### config.mk
export PLATFORM = sky130hd
export DESIGN_NAME = jtag_scan_engine
export DESIGN_NICKNAME = d
export VERILOG_FILES = /design/src/rtl/jse_pkg.sv /design/src/rtl/jse_wr_fifo.sv /design/src/rtl/jse_cap_fifo.sv /design/src/rtl/jse_decoder.sv /design/src/rtl/jse_shifter.sv /design/src/rtl/jtag_scan_engine.sv
export SDC_FILE = /design/constraint.sdc
export NUM_CORES = 2
export LEC_CHECK = 0
export BUFFER_PORTS_ARGS = -buffer_cell sky130_fd_sc_hd__buf_4
export CORE_MARGIN = 2
export CORE_UTILIZATION = 55
export DETAILED_ROUTE_END_ITERATION = 6
export GPL_ROUTABILITY_DRIVEN = 0
export GPL_TIMING_DRIVEN = 0
export PLACE_DENSITY = 0.72
export SYNTH_ARGS = -nofsm -noshare
export SYNTH_HDL_FRONTEND = slang
export SYNTH_SLANG_ARGS = --single-unit
### constraint.sdc
create_clock -name clk -period 5.13 [get_ports clk]
set_input_delay 0.513 -clock clk [delete_from_list [all_inputs] [get_ports clk]]
set_output_delay 0.513 -clock clk [all_outputs]
set_load 0.03 [all_outputs]
### src/rtl/jse_pkg.sv
package jse_pkg;
  localparam int ADDR_W = 3;
  localparam logic [ADDR_W-1:0] ADR_STATUS = 3'd0;
  localparam logic [ADDR_W-1:0] ADR_CHAIN  = 3'd1;
  localparam logic [ADDR_W-1:0] ADR_PUSH8  = 3'd2;
  localparam logic [ADDR_W-1:0] ADR_PUSH16 = 3'd3;
  localparam logic [ADDR_W-1:0] ADR_PUSH32 = 3'd4;

  typedef enum logic [1:0] {
    DEC_IDLE,
    DEC_LEN,
    DEC_LOAD,
    DEC_RUN
  } dec_state_t;
endpackage

### src/rtl/jse_wr_fifo.sv
module jse_wr_fifo #(
  parameter int DEPTH = 16,
  localparam int AW = $clog2(DEPTH),
  localparam int CW = AW + 1
) (
  input  logic          clk,
  input  logic          rst,
  input  logic          push_en,
  input  logic [2:0]    push_n,
  input  logic [31:0]   push_data,
  input  logic          pop,
  output logic [7:0]    head,
  output logic          empty,
  output logic [CW-1:0] count
);
  logic [7:0]    mem [DEPTH];
  logic [AW-1:0] wptr, rptr;
  logic          fits, do_push, do_pop;

  assign fits    = ({1'b0, count} + (CW+1)'(push_n)) <= (CW+1)'(DEPTH);
  assign do_push = push_en && fits;
  assign empty   = (count == '0);
  assign do_pop  = pop && !empty;
  assign head    = mem[rptr];

  // Storage carries no reset so it maps to plain memory.
  always_ff @(posedge clk) begin
    for (int i = 0; i < 4; i++) begin
      if (do_push && (i < int'(push_n)))
        mem[AW'(wptr + AW'(i))] <= push_data[8*i +: 8];
    end
  end

  always_ff @(posedge clk) begin
    if (rst) begin
      wptr  <= '0;
      rptr  <= '0;
      count <= '0;
    end else begin
      if (do_push) wptr <= AW'(wptr + AW'(push_n));
      if (do_pop)  rptr <= rptr + 1'b1;
      count <= count + (do_push ? CW'(push_n) : '0) - (do_pop ? CW'(1) : '0);
    end
  end
endmodule

### src/rtl/jse_cap_fifo.sv
module jse_cap_fifo #(
  parameter int DEPTH = 4,
  parameter int W = 32,
  localparam int AW = $clog2(DEPTH),
  localparam int CW = AW + 1
) (
  input  logic         clk,
  input  logic         rst,
  input  logic         push,
  input  logic [W-1:0] din,
  input  logic         pop,
  output logic [W-1:0] dout,
  output logic         empty
);
  logic [W-1:0]  mem [DEPTH];
  logic [AW-1:0] wptr, rptr;
  logic [CW-1:0] cnt;
  logic          full, do_push, do_pop;

  assign empty   = (cnt == '0);
  assign full    = (cnt == CW'(DEPTH));
  assign do_push = push && !full;
  assign do_pop  = pop && !empty;
  assign dout    = mem[rptr];

  always_ff @(posedge clk) begin
    if (do_push) mem[wptr] <= din;
  end

  always_ff @(posedge clk) begin
    if (rst) begin
      wptr <= '0;
      rptr <= '0;
      cnt  <= '0;
    end else begin
      if (do_push) wptr <= wptr + 1'b1;
      if (do_pop)  rptr <= rptr + 1'b1;
      cnt <= cnt + (do_push ? CW'(1) : '0) - (do_pop ? CW'(1) : '0);
    end
  end
endmodule

### src/rtl/jse_decoder.sv
module jse_decoder
  import jse_pkg::*;
#(
  parameter int MAXB = 128,
  localparam int LW = $clog2(MAXB) + 1,
  localparam int NBW = $clog2(MAXB / 8) + 1
) (
  input  logic            clk,
  input  logic            rst,
  input  logic            fifo_empty,
  input  logic [7:0]      fifo_head,
  output logic            fifo_pop,
  input  logic            sh_busy,
  output logic            start,
  output logic [MAXB-1:0] st_data,
  output logic [LW-1:0]   st_nbits,
  output logic            st_tms_mode,
  output logic            st_capture,
  output logic            active
);
  dec_state_t      state;
  logic [MAXB-1:0] pay_q, load_word;
  logic [LW-1:0]   nbits_q, len_p1;
  logic            cap_q, pflag_q;
  logic [NBW-1:0]  nbytes_q, bidx_q, nbytes_c;
  logic [2:0]      marker;

  // Position of the highest set bit of the 6-bit TMS argument.
  always_comb begin
    marker = '0;
    for (int i = 0; i < 6; i++)
      if (fifo_head[i]) marker = 3'(i);
  end

  assign len_p1 = LW'(fifo_head[6:0]) + LW'(1);

  // Bytes supplied: whole words, then one word if the rest exceeds 24 bits,
  // otherwise the rest rounded up to bytes.
  always_comb begin
    int words, rest, tail;
    words = int'(len_p1) / 32;
    rest  = int'(len_p1) % 32;
    tail  = (rest > 24) ? 4 : (rest + 7) / 8;
    nbytes_c = NBW'(words * 4 + tail);
  end

  always_comb begin
    load_word = pay_q;
    load_word[{bidx_q, 3'b000} +: 8] = fifo_head;
  end

  always_comb begin
    fifo_pop    = 1'b0;
    start       = 1'b0;
    st_data     = pay_q;
    st_nbits    = nbits_q;
    st_tms_mode = 1'b0;
    st_capture  = cap_q;
    case (state)
      DEC_IDLE: if (!fifo_empty) begin
        fifo_pop = 1'b1;
        if (!fifo_head[7] && (marker != 3'd0)) begin
          start       = 1'b1;
          st_data     = MAXB'(fifo_head[5:0]);
          st_nbits    = LW'(marker);
          st_tms_mode = 1'b1;
          st_capture  = 1'b0;
        end
      end
      DEC_LEN: if (!fifo_empty) begin
        fifo_pop = 1'b1;
        if (!pflag_q) begin
          start    = 1'b1;
          st_data  = '0;
          st_nbits = len_p1;
        end
      end
      DEC_LOAD: if (!fifo_empty) begin
        fifo_pop = 1'b1;
        if (bidx_q == nbytes_q - 1'b1) begin
          start   = 1'b1;
          st_data = load_word;
        end
      end
      default: ;
    endcase
  end

  always_ff @(posedge clk) begin
    if (rst) begin
      state    <= DEC_IDLE;
      pay_q    <= '0;
      nbits_q  <= '0;
      cap_q    <= 1'b0;
      pflag_q  <= 1'b0;
      nbytes_q <= '0;
      bidx_q   <= '0;
    end else begin
      case (state)
        DEC_IDLE: if (!fifo_empty) begin
          if (fifo_head[7]) begin
            cap_q   <= fifo_head[2];
            pflag_q <= fifo_head[4];
            state   <= DEC_LEN;
          end else if (marker != 3'd0) begin
            state <= DEC_RUN;
          end
        end
        DEC_LEN: if (!fifo_empty) begin
          nbits_q  <= len_p1;
          nbytes_q <= nbytes_c;
          bidx_q   <= '0;
          pay_q    <= '0;
          state    <= pflag_q ? DEC_LOAD : DEC_RUN;
        end
        DEC_LOAD: if (!fifo_empty) begin
          pay_q  <= load_word;
          bidx_q <= bidx_q + 1'b1;
          if (bidx_q == nbytes_q - 1'b1) state <= DEC_RUN;
        end
        DEC_RUN: if (!sh_busy) state <= DEC_IDLE;
        default: state <= DEC_IDLE;
      endcase
    end
  end

  assign active = (state != DEC_IDLE);
endmodule

### src/rtl/jse_shifter.sv
module jse_shifter #(
  parameter int MAXB = 128,
  localparam int LW = $clog2(MAXB) + 1
) (
  input  logic            clk,
  input  logic            rst,
  input  logic            start,
  input  logic [MAXB-1:0] st_data,
  input  logic [LW-1:0]   st_nbits,
  input  logic            st_tms_mode,
  input  logic            st_capture,
  input  logic            tdo,
  output logic            tck,
  output logic            tms,
  output logic            tdi,
  output logic            busy,
  output logic            cap_push,
  output logic [31:0]     cap_word
);
  logic [MAXB-1:0] sh;
  logic [LW-1:0]   left;
  logic            ph, tms_mode, cap_en;
  logic [31:0]     capbuf, cap_next;
  logic [4:0]      capn;
  logic            last;

  assign last = (left == LW'(1));

  always_comb begin
    cap_next = capbuf;
    cap_next[capn] = tdo;
  end

  always_ff @(posedge clk) begin
    if (rst) begin
      sh       <= '0;
      left     <= '0;
      ph       <= 1'b0;
      tms_mode <= 1'b0;
      cap_en   <= 1'b0;
      capbuf   <= '0;
      capn     <= '0;
      busy     <= 1'b0;
      tck      <= 1'b0;
      tms      <= 1'b0;
      tdi      <= 1'b0;
      cap_push <= 1'b0;
      cap_word <= '0;
    end else begin
      cap_push <= 1'b0;
      if (!busy) begin
        tck <= 1'b0;
        if (start) begin
          sh       <= st_data;
          left     <= st_nbits;
          tms_mode <= st_tms_mode;
          cap_en   <= st_capture;
          capbuf   <= '0;
          capn     <= '0;
          ph       <= 1'b0;
          busy     <= 1'b1;
        end
      end else if (!ph) begin
        // Low phase: present the next bit.
        tck <= 1'b0;
        tdi <= tms_mode ? 1'b0 : sh[0];
        tms <= tms_mode ? sh[0] : last;
        ph  <= 1'b1;
      end else begin
        // High phase: the chain samples, TDO is captured.
        tck  <= 1'b1;
        ph   <= 1'b0;
        sh   <= sh >> 1;
        left <= left - 1'b1;
        if (cap_en) begin
          if ((capn == 5'd31) || last) begin
            cap_push <= 1'b1;
            cap_word <= cap_next;
            capbuf   <= '0;
            capn     <= '0;
          end else begin
            capbuf <= cap_next;
            capn   <= capn + 1'b1;
          end
        end
        if (last) busy <= 1'b0;
      end
    end
  end
endmodule

### src/rtl/jtag_scan_engine.sv
module jtag_scan_engine
  import jse_pkg::*;
#(
  parameter int NCH = 8,
  parameter int WF_DEPTH = 16,
  parameter int CAP_DEPTH = 4,
  parameter int MAXB = 128,
  localparam int LW = $clog2(MAXB) + 1,
  localparam int WCW = $clog2(WF_DEPTH) + 1
) (
  input  logic              clk,
  input  logic              rst,
  input  logic              wr_en,
  input  logic [ADDR_W-1:0] wr_addr,
  input  logic [31:0]       wr_data,
  input  logic              rd_en,
  input  logic [ADDR_W-1:0] rd_addr,
  output logic [31:0]       rd_data,
  output logic [NCH-1:0]    chain_en,
  output logic              tck,
  output logic              tms,
  output logic              tdi,
  input  logic              tdo
);
  logic            push_en;
  logic [2:0]      push_n;
  logic [7:0]      wf_head;
  logic            wf_empty, wf_pop;
  logic [WCW-1:0]  wf_cnt;
  logic [2:0]      cnt_sat;
  logic            start, st_tms_mode, st_capture, sh_busy, dec_active;
  logic [MAXB-1:0] st_data;
  logic [LW-1:0]   st_nbits;
  logic            cap_push, cap_empty, cap_pop;
  logic [31:0]     cap_word, cap_dout;

  always_comb begin
    push_en = wr_en;
    case (wr_addr)
      ADR_PUSH8:  push_n = 3'd1;
      ADR_PUSH16: push_n = 3'd2;
      ADR_PUSH32: push_n = 3'd4;
      default: begin
        push_n  = 3'd0;
        push_en = 1'b0;
      end
    endcase
  end

  jse_wr_fifo #(.DEPTH(WF_DEPTH)) wf_i (
    .clk(clk), .rst(rst), .push_en(push_en), .push_n(push_n),
    .push_data(wr_data), .pop(wf_pop), .head(wf_head),
    .empty(wf_empty), .count(wf_cnt)
  );

  jse_decoder #(.MAXB(MAXB)) dec_i (
    .clk(clk), .rst(rst), .fifo_empty(wf_empty), .fifo_head(wf_head),
    .fifo_pop(wf_pop), .sh_busy(sh_busy), .start(start), .st_data(st_data),
    .st_nbits(st_nbits), .st_tms_mode(st_tms_mode), .st_capture(st_capture),
    .active(dec_active)
  );

  jse_shifter #(.MAXB(MAXB)) sh_i (
    .clk(clk), .rst(rst), .start(start), .st_data(st_data),
    .st_nbits(st_nbits), .st_tms_mode(st_tms_mode), .st_capture(st_capture),
    .tdo(tdo), .tck(tck), .tms(tms), .tdi(tdi), .busy(sh_busy),
    .cap_push(cap_push), .cap_word(cap_word)
  );

  assign cap_pop = rd_en && (rd_addr == ADR_PUSH32);

  jse_cap_fifo #(.DEPTH(CAP_DEPTH), .W(32)) cap_i (
    .clk(clk), .rst(rst), .push(cap_push), .din(cap_word),
    .pop(cap_pop), .dout(cap_dout), .empty(cap_empty)
  );

  assign cnt_sat = (wf_cnt > WCW'(7)) ? 3'd7 : wf_cnt[2:0];

  always_ff @(posedge clk) begin
    if (rst) begin
      chain_en <= '0;
      rd_data  <= '0;
    end else begin
      if (wr_en && (wr_addr == ADR_CHAIN) && ($countones(wr_data[NCH-1:0]) <= 1))
        chain_en <= wr_data[NCH-1:0];
      if (rd_en) begin
        case (rd_addr)
          ADR_STATUS: rd_data <= {dec_active, cnt_sat, 28'd0};
          ADR_CHAIN:  rd_data <= 32'(chain_en);
          ADR_PUSH32: rd_data <= cap_empty ? 32'd0 : cap_dout;
          default:    rd_data <= 32'd0;
        endcase
      end
    end
  end
endmodule

==> metrics.md <==
| Metric | Value |
|---|---|
| CP required | `5.66 ns` |
| Post-synthesis sequential area ratio | `0.463` |
| Combinational power share | `0.374` |
| Fill count | `5274` |
| Clk buf depth | `3` |
| Net Count, Synth | `3726` |
| Synth Area in Simple Gates | `0.145` |
| Max-slew headroom | `0.0588` |
| Synthesized cell area | `35200 µm²` |
| Total GRT Usage | `0.364` |
| Min-Delay Path Class | `in -> reg` |
| Hold Violations, Final | `0` |
| DRC | `1` |
| Crit path max fanout | `10` |
| Clk root buf | `clkbuf_16` |
| Synth cell types | `76` |
| Mux cell area share after synthesis | `0.102` |
| Most common cell after layout, fill and taps aside | `nor2_1` |
| CP arrival | `5.54 ns` |
| Avg Synthesized Cell Area | `9.70 µm²` |
| CTS H-tree lvls | `3` |
| Pre-CTS WS | `-0.246 ns` |
| Status | `finished, violations left` |
| Post-Synth Adder-Cell Area | `0.0213` |
| Number of synthesized flops with an enable pin | `256` |
| # Max-Cap Violations | `0` |
| CTS buffer count | `76` |
| Initial Util | `0.557` |
| Worst hold path stage count | `4` |
| Routed WL per cell | `26.2 µm` |
| Routed WL | `123000 µm` |
| Clk network pwr share | `0.296` |
| Global-route wire length before repair | `184000 µm` |
| Most frequent cells in the layout | `nor2_1 (477), dfxtp_1 (429), nand2_1 (416)` |
| Reg2Reg Depth | `13` |
| Leak pwr | `13.5 nW` |
| Starting DRC count in detailed routing | `4731` |
| Pre-antenna DRT Iters | `7` |
| # nets final | `3885` |
| Fin. max-slew vios | `0` |
| TritonCTS clock tree | `yes` |
| Die Wd | `257 µm` |
| # rows | `92` |
| Worst Hold Path EP | `sh_i.cap_word[31]$_SDFFE_PP0P_` |
| Post-Synth XOR/XNOR Area | `0.00989` |
| Clock Pin Slew Worst Setup and Hold Paths | `0.06 ns` |
| Max Fclk | `199 MHz` |
| Overall power | `19.1 mW` |
| Power per Cell Area | `482 nW/µm²` |
| Clk_lat worst skew | `0.65 ns` |
| Initial antenna violation count | `3` |
| Die area | `66000 µm²` |
| Least-Margin Pin Slew | `1.41 ns` |
| Post CTS Setup Buffer Count | `0` |
| Ys async rst share | `0` |
| Via density | `6.85` |
| Hold-fix buffers, CTS | `0` |
| #FFs+latches synth | `685` |
| Area of the core | `63200 µm²` |
| Antenna-violating nets left | `0` |
| Largest family of logic cells by synthesized area | `compound AO/OA/AOI/OAI gates` |
| GRT overflow | `0` |
| Clock Sinks | `685` |
| Vias | `32.2k` |
| RSZ-0062 raised after global routing | `no` |
| Sw Ratio | `0.410` |
| Synthesis Warnings | `0` |
| Synth Instances | `3628` |
| Share of cells above drive strength 1 | `0.115` |
| Final min period | `5.01 ns` |
| Failing checks | `design-rule violations` |
| Reg2reg setup slack | `0.12 ns` |
| Hold wc startpoint | `tdo` |
| Kind of critical path | `reg -> reg` |
| Vias in the first global route | `30.2k` |
| Final setup fails | `0` |
| Sequential power share | `0.329` |
| Worst Skew | `0.0349 ns` |
| Largest net degree at the start of global routing | `33` |
| Crit end category | `register` |
| Reg2reg end | `sh_i.sh[112]$_SDFFE_PP0P_` |
| Period Utilization, post-route | `0.977` |
| Hpwl dp | `85200 µm` |
| PortBufs | `77` |
| I/O pin cnt | `86` |
| P_int | `11.3 mW` |
| Final setup margin | `0.116 ns` |
| Worst setup SP type | `register` |
| Core Util, Final | `0.625` |
| Ys flop type | `dfxtp_1` |
| Synth Area in Compound Gates | `0.217` |
| VDD IR max | `0.000329 V` |
| Area growth from synthesis to layout | `12.3%` |
| Die height | `257 µm` |
| Switching power | `7.81 mW` |
## metal layers
layer / global-route usage / vias to the layer above / share of wire
met5: 0 / - / 0.00014
met4: 0.196 / 2 / 0.066
met3: 0.106 / 592 / 0.13
met2: 0.538 / 2242 / 0.42
met1: 0.484 / 15418 / 0.38
li1: - / 13933 / -
## registers in the layout (all words and copies together), names as in the netlist, 2 cells and up, named ones only
signal,cells
sh_i.sh,128
dec_i.nbits_q,8
wf_i.rptr,4
wf_i.count,5
sh_i.cap_word,32
rd_data,32
dec_i.bidx_q,5
sh_i.capn,5
dec_i.state,2
wf_i.mem,128
cap_i.wptr,2
dec_i.nbytes_q,5
cap_i.cnt,3
sh_i.left,8
wf_i.wptr,4
cap_i.mem,128
cap_i.rptr,2
dec_i.pay_q,128
chain_en,8
sh_i.capbuf,32
## cells by family (layout without fill, tap and decap cells)
kind of cell / count (synthesis) / in the layout
compound gates: 1022 / 1022
xor+xnor: 38 / 38
fa+ha+maj: 55 / 55
buf+inv: 369 / 590
flops: 685 / 685
mux: 269 / 269
other cells: 0 / 4
simple gates: 1190 / 1190
## cell usage after synthesis, types with 6 or more instances
cell type,instances,area [µm²]
nor2_1,478,1790
dfxtp_1,429,8590
nand2_1,416,1560
edfxtp_1,256,7690
clkbuf_1,244,916
a21oi_1,216,1080
mux2i_1,164,1640
a221oi_1,146,1280
a22oi_1,135,1010
o21ai_0,132,661
a211oi_1,93,698
nand3_1,81,405
a221oi_2,80,1200
mux4_2,68,1530
inv_1,55,206
ha_1,47,588
o22ai_1,44,275
nor4_1,42,263
mux2_2,37,417
nor3_1,37,185
and2_1,32,200
a21o_1,30,225
buf_2,29,145
a32oi_1,27,236
o21ai_1,25,125
buf_1,24,90.1
nor2b_1,20,125
xnor2_1,20,175
and3_1,18,113
xor2_1,17,149
o211a_1,15,150
o211ai_1,15,113
nand2b_1,12,75.1
nand4_1,12,75.1
buf_4,11,82.6
fa_1,8,160
a211o_1,7,61.3
and2_0,7,43.8
nand3b_1,7,52.6
o32ai_1,7,61.3
o2111ai_1,6,52.6
or3_1,6,37.5
## worst max-delay path by stage
stage | start | to | slack [ns] | depth (start not counted)
final | register | sh_i.sh[112]$_SDFFE_PP0P_ | 0.12 | 13
after floorplan | wr_addr[2] | wf_i.count[4]$_SDFF_PP0_ | 1.13 | 17
after global routing | register | dec_i.nbytes_q[4]$_SDFFE_PP0P_ | 0.03 | 16
after detailed placement | register | sh_i.sh[112]$_SDFFE_PP0P_ | -0.25 | 13
after global placement | register | sh_i.sh[110]$_SDFFE_PP0P_ | -0.25 | 13
after CTS | register | sh_i.sh[112]$_SDFFE_PP0P_ | 0.08 | 13
## critical path, cell delays in order, from the launching register on
cell and delay [ns]:
dfxtp_1 0.31, buf_2 0.21, buf_2 0.40, buf_4 0.32
mux4_2 0.36, mux2i_1 0.37, mux2i_1 0.40, nor2_1 0.43
a211oi_2 0.23, nor2_4 0.44, buf_2 0.36, buf_1 0.67
a21oi_1 0.12, a211oi_1 0.27
## through the flow
stage	area [µm²]	TNS (ns)	hold slack, ns	std cells
6_report	39500	0	0.366	4699
4_1_cts	39500	0	0.326	4695
5_1_grt	39500	0	0.364	4696
3_3_place_gp	36800	-2.45	0.438	4551
3_5_place_dp	36900	-2.47	0.455	4555
2_1_floorplan	35200	0	0.428	3628
## power groups by stage
stage          combinational (mW)  sequential (mW)  clock, mW
2_1_floorplan                4.55             6.30          0
3_3_place_gp                 6.70             6.37          0
3_5_place_dp                 6.76             6.37          0
4_1_cts                      6.80             6.26       5.65
5_1_grt                      7.47             6.31       5.87
6_report                     7.14             6.28       5.65
## cell type report
type	count	area, µm²	share of cell area
buffer	309	1240	0.0315
clock buffer	109	2160	0.0546
sequential	685	16300	0.412
tap	846	1060	0.0268
timing repair buffer	81	658	0.0167
antenna	4	10.0	0.000253
clock inverter	31	424	0.0107
multi-input combinational	2574	17500	0.442
inverter	60	225	0.00570
## timing repair
item / CTS / global route
cloned: 0 / 0
gates resized for setup: 2 / 1
endpoints found under the setup margin: 30 / 6
Power figures use the tool's default switching activity.
